--- config.mk ---
export PLATFORM = sky130hd
export DESIGN_NAME = spi_reg_slave
export DESIGN_NICKNAME = d
export VERILOG_FILES = /design/src/rtl/spi_reg_pkg.sv /design/src/rtl/spi_byte_port.sv /design/src/rtl/spi_status_flags.sv /design/src/rtl/spi_reg_bank.sv /design/src/rtl/spi_reg_slave.sv
export SDC_FILE = /design/constraint.sdc
export NUM_CORES = 1
export LEC_CHECK = 0
export BUFFER_PORTS_ARGS = -buffer_cell sky130_fd_sc_hd__buf_2
export CAP_MARGIN = 5
export CORE_MARGIN = 2
export CORE_UTILIZATION = 57
export CTS_CLUSTER_SIZE = 25
export DETAILED_ROUTE_END_ITERATION = 12
export PLACE_DENSITY = 0.73
export SLEW_MARGIN = 40
export SYNTH_ARGS = -nofsm -noshare
export SYNTH_HDL_FRONTEND = slang
export SYNTH_SLANG_ARGS = --single-unit
--- constraint.sdc ---
create_clock -name clk_i -period 3.4 [get_ports clk_i]
set_input_delay 0 -clock clk_i [delete_from_list [all_inputs] [get_ports clk_i]]
set_output_delay 0 -clock clk_i [all_outputs]
set_load 0.05 [all_outputs]
--- src/rtl/spi_reg_pkg.sv ---
package spi_reg_pkg;
  localparam int unsigned BYTE_W  = 8;
  localparam int unsigned REG_AW  = 5;
  localparam int unsigned N_REGS  = 1 << REG_AW;
  localparam int unsigned N_LONG  = 3;
  localparam int unsigned N_FLAGS = 3;

  localparam logic [REG_AW-1:0] A_WIDTH  = 5'h03;
  localparam logic [REG_AW-1:0] A_STATUS = 5'h07;
  localparam logic [REG_AW-1:0] A_RXA0   = 5'h0A;
  localparam logic [REG_AW-1:0] A_RXA1   = 5'h0B;
  localparam logic [REG_AW-1:0] A_TXA    = 5'h10;

  typedef enum logic [1:0] {CMD_NONE, CMD_RD, CMD_WR} cmd_e;

  function automatic logic [BYTE_W-1:0] wr_mask(input logic [REG_AW-1:0] a);
    case (a)
      5'h00, 5'h05:                             wr_mask = 8'h7F;
      5'h01, 5'h02, 5'h1C:                      wr_mask = 8'h3F;
      5'h11, 5'h12, 5'h13, 5'h14, 5'h15, 5'h16: wr_mask = 8'h3F;
      5'h03:                                    wr_mask = 8'h03;
      5'h1D:                                    wr_mask = 8'h07;
      5'h04, 5'h06, 5'h0C, 5'h0D, 5'h0E, 5'h0F: wr_mask = 8'hFF;
      default:                                  wr_mask = 8'h00;
    endcase
  endfunction

  function automatic logic [BYTE_W-1:0] rst_val(input logic [REG_AW-1:0] a);
    rst_val = (a == A_WIDTH) ? 8'h03 : 8'h00;
  endfunction

  function automatic logic is_long(input logic [REG_AW-1:0] a);
    is_long = (a == A_RXA0) || (a == A_RXA1) || (a == A_TXA);
  endfunction

  function automatic logic [1:0] long_sel(input logic [REG_AW-1:0] a);
    case (a)
      A_RXA0:  long_sel = 2'd0;
      A_RXA1:  long_sel = 2'd1;
      default: long_sel = 2'd2;
    endcase
  endfunction
endpackage

--- src/rtl/spi_byte_port.sv ---
module spi_byte_port
  import spi_reg_pkg::*;
(
  input  logic              clk_i,
  input  logic              rst_ni,
  input  logic              sck_i,
  input  logic              csn_i,
  input  logic              mosi_i,
  input  logic [BYTE_W-1:0] status_i,
  input  logic [BYTE_W-1:0] tx_byte_i,
  output logic              active_o,
  output logic              start_o,
  output logic              byte_done_o,
  output logic [BYTE_W-1:0] byte_o,
  output logic              miso_o
);
  localparam int unsigned CNT_W = $clog2(BYTE_W);

  logic [2:0]        sck_s;
  logic [1:0]        mosi_s, csn_s;
  logic              csn_d;
  logic [CNT_W-1:0]  bit_cnt;
  logic [BYTE_W-1:0] shift_in, shift_out;
  logic              done_q;
  logic              sck_rise, sck_fall;

  always_ff @(posedge clk_i or negedge rst_ni) begin
    if (!rst_ni) begin
      sck_s  <= '0;
      mosi_s <= '0;
      csn_s  <= '1;
      csn_d  <= 1'b1;
    end else begin
      sck_s  <= {sck_s[1:0], sck_i};
      mosi_s <= {mosi_s[0], mosi_i};
      csn_s  <= {csn_s[0], csn_i};
      csn_d  <= csn_s[1];
    end
  end

  assign active_o = ~csn_s[1];
  assign start_o  = csn_d & ~csn_s[1];
  assign sck_rise = sck_s[1] & ~sck_s[2];
  assign sck_fall = ~sck_s[1] & sck_s[2];

  always_ff @(posedge clk_i or negedge rst_ni) begin
    if (!rst_ni) begin
      bit_cnt   <= '0;
      shift_in  <= '0;
      shift_out <= '0;
      done_q    <= 1'b0;
    end else begin
      done_q <= 1'b0;
      if (!active_o) begin
        bit_cnt   <= '0;
        shift_out <= '0;
      end else if (start_o) begin
        bit_cnt   <= '0;
        shift_out <= status_i;
      end else begin
        if (sck_rise) begin
          shift_in <= {shift_in[BYTE_W-2:0], mosi_s[1]};
          bit_cnt  <= bit_cnt + 1'b1;
          if (bit_cnt == CNT_W'(BYTE_W-1)) done_q <= 1'b1;
        end
        // next byte is loaded on the fall that follows the last rise of a byte
        if (sck_fall)
          shift_out <= (bit_cnt == '0) ? tx_byte_i : {shift_out[BYTE_W-2:0], 1'b0};
      end
    end
  end

  assign byte_done_o = done_q;
  assign byte_o      = shift_in;
  assign miso_o      = active_o & shift_out[BYTE_W-1];

  AST_STATUS_LEAD: assert property (@(posedge clk_i) disable iff (!rst_ni)
    start_o |=> shift_out == $past(status_i));
  AST_BYTE_IN_FRAME: assert property (@(posedge clk_i) disable iff (!rst_ni)
    byte_done_o |-> $past(active_o));
endmodule

--- src/rtl/spi_status_flags.sv ---
module spi_status_flags
  import spi_reg_pkg::*;
(
  input  logic               clk_i,
  input  logic               rst_ni,
  input  logic [N_FLAGS-1:0] set_i,   // {rx ready, tx done, retry limit}
  input  logic [N_FLAGS-1:0] clr_i,
  input  logic [2:0]         rx_pipe_i,
  input  logic               tx_full_i,
  output logic [BYTE_W-1:0]  status_o
);
  logic [N_FLAGS-1:0] flags;
  logic [2:0]         pipe_q;

  for (genvar g = 0; g < N_FLAGS; g++) begin : g_flag
    logic q;
    always_ff @(posedge clk_i or negedge rst_ni) begin
      if (!rst_ni)       q <= 1'b0;
      else if (set_i[g]) q <= 1'b1;
      else if (clr_i[g]) q <= 1'b0;
    end
    assign flags[g] = q;
  end

  always_ff @(posedge clk_i or negedge rst_ni) begin
    if (!rst_ni)                 pipe_q <= '0;
    else if (set_i[N_FLAGS-1])   pipe_q <= rx_pipe_i;
  end

  assign status_o = {1'b0, flags, flags[N_FLAGS-1] ? pipe_q : 3'd7, tx_full_i};

  AST_SET_WINS: assert property (@(posedge clk_i) disable iff (!rst_ni)
    set_i[N_FLAGS-1] |=> status_o[6]);
  AST_W1C_CLEARS: assert property (@(posedge clk_i) disable iff (!rst_ni)
    (clr_i[0] && !set_i[0]) |=> !status_o[4]);
  AST_PIPE_CAPTURE: assert property (@(posedge clk_i) disable iff (!rst_ni)
    set_i[N_FLAGS-1] |=> status_o[3:1] == $past(rx_pipe_i));
endmodule

--- src/rtl/spi_reg_bank.sv ---
module spi_reg_bank
  import spi_reg_pkg::*;
#(
  parameter int unsigned ADDR_BYTES_MAX = 5,
  localparam int unsigned IDX_W = $clog2(ADDR_BYTES_MAX + 1)
) (
  input  logic              clk_i,
  input  logic              rst_ni,
  input  logic              wr_en_i,
  input  logic [REG_AW-1:0] wr_addr_i,
  input  logic [IDX_W-1:0]  wr_idx_i,
  input  logic [BYTE_W-1:0] wr_data_i,
  input  logic [REG_AW-1:0] rd_addr_i,
  input  logic [IDX_W-1:0]  rd_idx_i,
  input  logic [BYTE_W-1:0] status_i,
  output logic [BYTE_W-1:0] rd_data_o
);
  logic [BYTE_W-1:0] one_q  [N_REGS];
  logic [BYTE_W-1:0] long_q [N_LONG][ADDR_BYTES_MAX];
  logic [IDX_W-1:0]  len;

  always_comb begin
    case (one_q[A_WIDTH][1:0])
      2'd2:    len = IDX_W'(4);
      2'd3:    len = IDX_W'(5);
      default: len = IDX_W'(3);
    endcase
  end

  always_ff @(posedge clk_i or negedge rst_ni) begin
    if (!rst_ni) begin
      for (int a = 0; a < N_REGS; a++) one_q[a] <= rst_val(REG_AW'(a));
    end else if (wr_en_i && wr_idx_i == '0 && !is_long(wr_addr_i)) begin
      one_q[wr_addr_i] <= wr_data_i & wr_mask(wr_addr_i);
    end
  end

  always_ff @(posedge clk_i or negedge rst_ni) begin
    if (!rst_ni) begin
      for (int r = 0; r < N_LONG; r++)
        for (int b = 0; b < ADDR_BYTES_MAX; b++) long_q[r][b] <= '0;
    end else if (wr_en_i && is_long(wr_addr_i) && wr_idx_i < len) begin
      long_q[long_sel(wr_addr_i)][wr_idx_i] <= wr_data_i;
    end
  end

  always_comb begin
    rd_data_o = '0;
    if (rd_addr_i == A_STATUS) begin
      if (rd_idx_i == '0) rd_data_o = status_i;
    end else if (is_long(rd_addr_i)) begin
      if (rd_idx_i < len) rd_data_o = long_q[long_sel(rd_addr_i)][rd_idx_i];
    end else if (rd_idx_i == '0) begin
      rd_data_o = one_q[rd_addr_i];
    end
  end

  AST_PW_LOW6: assert property (@(posedge clk_i) disable iff (!rst_ni)
    (rd_addr_i >= 5'h11 && rd_addr_i <= 5'h16) |-> rd_data_o[7:6] == 2'b00);
endmodule

--- src/rtl/spi_reg_slave.sv ---
module spi_reg_slave
  import spi_reg_pkg::*;
#(
  parameter int unsigned ADDR_BYTES_MAX = 5
) (
  input  logic       clk_i,
  input  logic       rst_ni,
  input  logic       sck_i,
  input  logic       csn_i,
  input  logic       mosi_i,
  output logic       miso_o,
  input  logic       tx_full_i,
  input  logic [2:0] rx_pipe_i,
  input  logic       max_rt_set_i,
  input  logic       tx_ds_set_i,
  input  logic       rx_dr_set_i
);
  localparam int unsigned IDX_W = $clog2(ADDR_BYTES_MAX + 1);

  logic              active, start, byte_done;
  logic [BYTE_W-1:0] rx_byte, tx_byte, status_byte, rd_data;
  logic              first_q;
  cmd_e              kind_q;
  logic [REG_AW-1:0] addr_q;
  logic [IDX_W-1:0]  idx_q;
  logic              wr_en;
  logic [N_FLAGS-1:0] flag_clr;

  spi_byte_port u_port (
    .clk_i, .rst_ni, .sck_i, .csn_i, .mosi_i,
    .status_i   (status_byte),
    .tx_byte_i  (tx_byte),
    .active_o   (active),
    .start_o    (start),
    .byte_done_o(byte_done),
    .byte_o     (rx_byte),
    .miso_o
  );

  always_ff @(posedge clk_i or negedge rst_ni) begin
    if (!rst_ni) begin
      first_q <= 1'b1;
      kind_q  <= CMD_NONE;
      addr_q  <= '0;
      idx_q   <= '0;
    end else if (start) begin
      first_q <= 1'b1;
      kind_q  <= CMD_NONE;
      idx_q   <= '0;
    end else if (byte_done) begin
      if (first_q) begin
        first_q <= 1'b0;
        addr_q  <= rx_byte[REG_AW-1:0];
        idx_q   <= '0;
        case (rx_byte[7:5])
          3'b000:  kind_q <= CMD_RD;
          3'b001:  kind_q <= CMD_WR;
          default: kind_q <= CMD_NONE;
        endcase
      end else if (idx_q != '1) begin
        idx_q <= idx_q + 1'b1;
      end
    end
  end

  assign wr_en    = byte_done && !first_q && kind_q == CMD_WR;
  assign flag_clr = (wr_en && addr_q == A_STATUS && idx_q == '0) ? rx_byte[6:4] : '0;
  assign tx_byte  = (kind_q == CMD_RD && !first_q) ? rd_data : '0;

  spi_status_flags u_status (
    .clk_i, .rst_ni,
    .set_i    ({rx_dr_set_i, tx_ds_set_i, max_rt_set_i}),
    .clr_i    (flag_clr),
    .rx_pipe_i,
    .tx_full_i,
    .status_o (status_byte)
  );

  spi_reg_bank #(.ADDR_BYTES_MAX(ADDR_BYTES_MAX)) u_bank (
    .clk_i, .rst_ni,
    .wr_en_i  (wr_en),
    .wr_addr_i(addr_q),
    .wr_idx_i (idx_q),
    .wr_data_i(rx_byte),
    .rd_addr_i(addr_q),
    .rd_idx_i (idx_q),
    .status_i (status_byte),
    .rd_data_o(rd_data)
  );

  AST_MISO_DESELECT: assert property (@(posedge clk_i) disable iff (!rst_ni)
    $fell(active) |-> !miso_o);
endmodule

==> flow_metrics.env <==
export IMPL_status="finished clean"
export IMPL_initial_utilization_pct=58.3
export IMPL_hold_viol=0
export IMPL_globalRouteOverflowTotal=0
export IMPL_io_pins=13
export IMPL_syn_area_sq_mm=0.0191
export IMPL_drt_iter0_drc=1523
export IMPL_cp_cell_sequence="buf_4 > nor2_1 > a21oi_1 > o21ai_0 > and2_0 > mux2_2"
export IMPL_slew_viol_final=0
export IMPL_slew_headroom_pct=43.8
export IMPL_grt_pass1_vias=12889
export IMPL_coreArea_sq_mm=0.0327
export IMPL_synth_edf_count=0
export IMPL_wl_per_cell_um=25.1
export IMPL_cp_end_kind="flop"
export IMPL_portBuffers=12
export IMPL_synth_common_cells="dfrtp_1 (415), mux2_2 (212), mux2i_1 (126), nand2_1 (95), clkbuf_1 (81)"
export IMPL_fin_setup_tns_ns=0
export IMPL_fmax_mhz=330
export IMPL_cts_buffers=44
export IMPL_ys_top_cells_by_area="dfrtp_1 (54%), mux2_2 (13%), mux2i_1 (6.6%)"
export IMPL_reg2reg_depth=6
export IMPL_dr_total_vias=13057
export IMPL_avgViaCountPerCell=6.33
export IMPL_ys_ff_latch=421
export IMPL_fin_crit_ns=3.03
export IMPL_cap_viol_max_count=0
export IMPL_path_clk_slew_ns=0.06
export IMPL_grtUsageMet3_pct=9.42
export IMPL_crit_arrival_ns=3.53
export IMPL_track_usage_pct=30.1
export IMPL_max_stage_delay_ns=0.72
export IMPL_rows=66
export IMPL_total_leakage_power_nw=9.52
export IMPL_cts_root_buffer="clkbuf_16"
export IMPL_path_buf_inv=1
export IMPL_internal_power_w=0.00796
export IMPL_grt_util_met2_pct=41.7
export IMPL_cp_top_family="simple AND/OR/NAND/NOR gates"
export IMPL_timing_final_ws_setup_ns=0.374
export IMPL_cts_tree="yes"
export IMPL_rsz0062_at_grt="no"
export IMPL_post_cts_buffers=0
export IMPL_n_antenna_cell=0
export IMPL_synthesis_nets=1612
export IMPL_synth_seq_area_share_pct=55.3
export IMPL_synthDominantCellAreaShare_pct=54.5
export IMPL_clk_latency_ns=0.58
export IMPL_busiest_layer="met1"
export IMPL_netlist_instances=1592
export IMPL_stdcell_area_sq_mm=0.0212
export IMPL_antenna_found_initial=1
export IMPL_critPathKind="reg -> reg"
export IMPL_sequentialPowerShare_pct=49.1
export IMPL_worst_pin_slew_ns=0.843
export IMPL_totalWireLength_um=51800
export IMPL_fill_cells=2524
export IMPL_dr_pass1_iters=5
export IMPL_switchingPower_w=0.00254
export IMPL_dp_slack_ns=0.495
export IMPL_numClockSinks=421
export IMPL_critPathLaunchType="flop"
export IMPL_die_area_sq_mm=0.0349
export IMPL_synth_async_sr_flop_share_pct=100
export IMPL_ys_types=85
export IMPL_antenna_left=0
export IMPL_area_growth_pct=11.0
export IMPL_ys_warn_count=0
export IMPL_setup_viol=0
export IMPL_place_area_sq_mm=0.0195
export IMPL_clkPwrFrac_pct=45.6
export IMPL_layout_drive_gt1_share_pct=24.8
export IMPL_die_x_um=187
export IMPL_hold_ws_ns=0.121
export IMPL_place_gp_congestion=1.01
export IMPL_die_h_um=187
export IMPL_avgSynthCellArea_sq_um=12.0
export IMPL_worstPathRequired_ns=3.90
export IMPL_power_share_combinational_pct=5.2
export IMPL_grt_pass1_wl_um=79800
export IMPL_hp_class="in -> reg"
export IMPL_pwr_density_cell_mw_per_mm2=496
export IMPL_swShare_pct=24.2
export IMPL_drc_errors=0
export IMPL_fin_crit_sh_pct=89.0
export IMPL_clock_skew_ns=0.0235
export IMPL_hold_path_cell_count=2
export IMPL_synthFlopType="dfrtp_1"
export IMPL_dp_hpwl_um=35300
export IMPL_cp_depth=6
export IMPL_nets=1609
export IMPL_cp_max_fo=21
export IMPL_htreeDepth=2
export IMPL_grt_max_degree=103
export IMPL_yosys_area_top_type="dfrtp_1"
export IMPL_worst_ir_drop_vdd_uv=540
export IMPL_cpMaxStageDelayCell="and2_0"
export IMPL_use_met1_pct=44.9
export IMPL_cts_buffer_depth=3
export IMPL_yosysMostFrequentCell="dfrtp_1"
cells by family (layout without fill, tap and decap cells):
group	count (synthesis)	in the layout	synth area share, %
AND/OR/NAND/NOR	430	430	12.7
AO/OA/AOI/OAI	245	245	8.21
flip-flops	421	421	55.3
multiplexers	343	343	19.7
buffers and inverters	144	174	3.47
adder cells (fa/ha/maj)	8	8	0.525
XOR/XNOR	1	1	0.0460
stage by stage:
stage	total power [W]	util (%)	std cells
4_1_cts	0.0105	64.6	2062
2_1_floorplan	0.00539	-	1592
5_1_grt	0.0108	64.7	2064
3_5_place_dp	0.00576	59.8	1969
3_3_place_gp	0.00575	59.8	1969
6_report	0.0105	64.7	2064
power by group through the flow:
| stage | clock (W) | sequential (W) | combinational, W |
|---|---|---|---|
| after floorplan | 0 | 0.00515 | 0.000235 |
| after global placement | 0 | 0.00524 | 0.000514 |
| after detailed placement | 0 | 0.00524 | 0.000520 |
| after CTS | 0.00484 | 0.00515 | 0.000538 |
| after global routing | 0.00508 | 0.00516 | 0.000586 |
| final | 0.00479 | 0.00516 | 0.000550 |
timing repair:
action | CTS | global route
hold buffers | 14 | 1
resized for setup | 0 | 0
hold endpoints to repair | 106 | 32
metal layers:
metal	part of all wire [%]	up-vias
met5	0.015	-
met4	3.2	2
met3	10	109
met2	42	543
met1	44	6746
li1	-	5657
worst paths after layout:
check	from	end	slack, ns
worst max register to register	addr_q[0]	u_bank.one_q[77]	0.37
min in group asynchronous	rst_ni	u_bank.one_q[27]	0.43
worst max-delay path	addr_q[0]	u_bank.one_q[77]	0.37
worst min register to register	u_port.sck_s[0]	u_port.sck_s[1]	0.35
max in group asynchronous	rst_ni	u_bank.one_q[97]	1.74
worst min-delay path	csn_i	u_port.csn_s[0]	0.12
cell type report:
type | instances | area, sq um | area share (%)
flip-flops and latches | 421 | 10500 | 49.9
multi-input cells | 1027 | 7860 | 37.1
clock buffers | 63 | 1280 | 6.07
repair buffers | 80 | 713 | 3.37
well taps | 442 | 553 | 2.61
clock inverters | 16 | 145 | 0.686
inverters | 15 | 56.3 | 0.266
registers in the layout, indices dropped and copies added, names as in the netlist:
signal	count
u_port.byte_done_o	1
u_port.csn_d	1
idx_q	3
u_bank.long_q	120
u_port.bit_cnt	3
u_status.g_flag.q	3
u_status.pipe_q	3
u_port.mosi_s	2
addr_q	5
u_bank.one_q	256
u_port.sck_s	3
kind_q	2
first_q	1
u_port.csn_s	2
u_port.shift_out	8
u_port.byte_o	8
placed cells by master (no fill, tap or decap), types with 6 or more instances in the layout:
cell and count:
a21oi_1 23, and2_0 6, and2_1 59, and3_1 9, buf_12 6, buf_2 11
buf_4 46, clkbuf_1 9, clkbuf_16 45, clkbuf_8 9, clkinv_2 9, dfrtp_1 412
dfstp_2 6, dlygate4sd3_1 15, ha_1 8, inv_1 15, mux2_2 212, mux2i_1 126
nand2_1 95, nand2_2 13, nand2b_1 10, nand3_1 21, nor2_1 72, nor2_2 7
nor2b_1 62, nor3_1 12, nor4_1 13, o211ai_1 6, o21ai_0 78, o22ai_1 74
(Power assumes the default switching activity.)
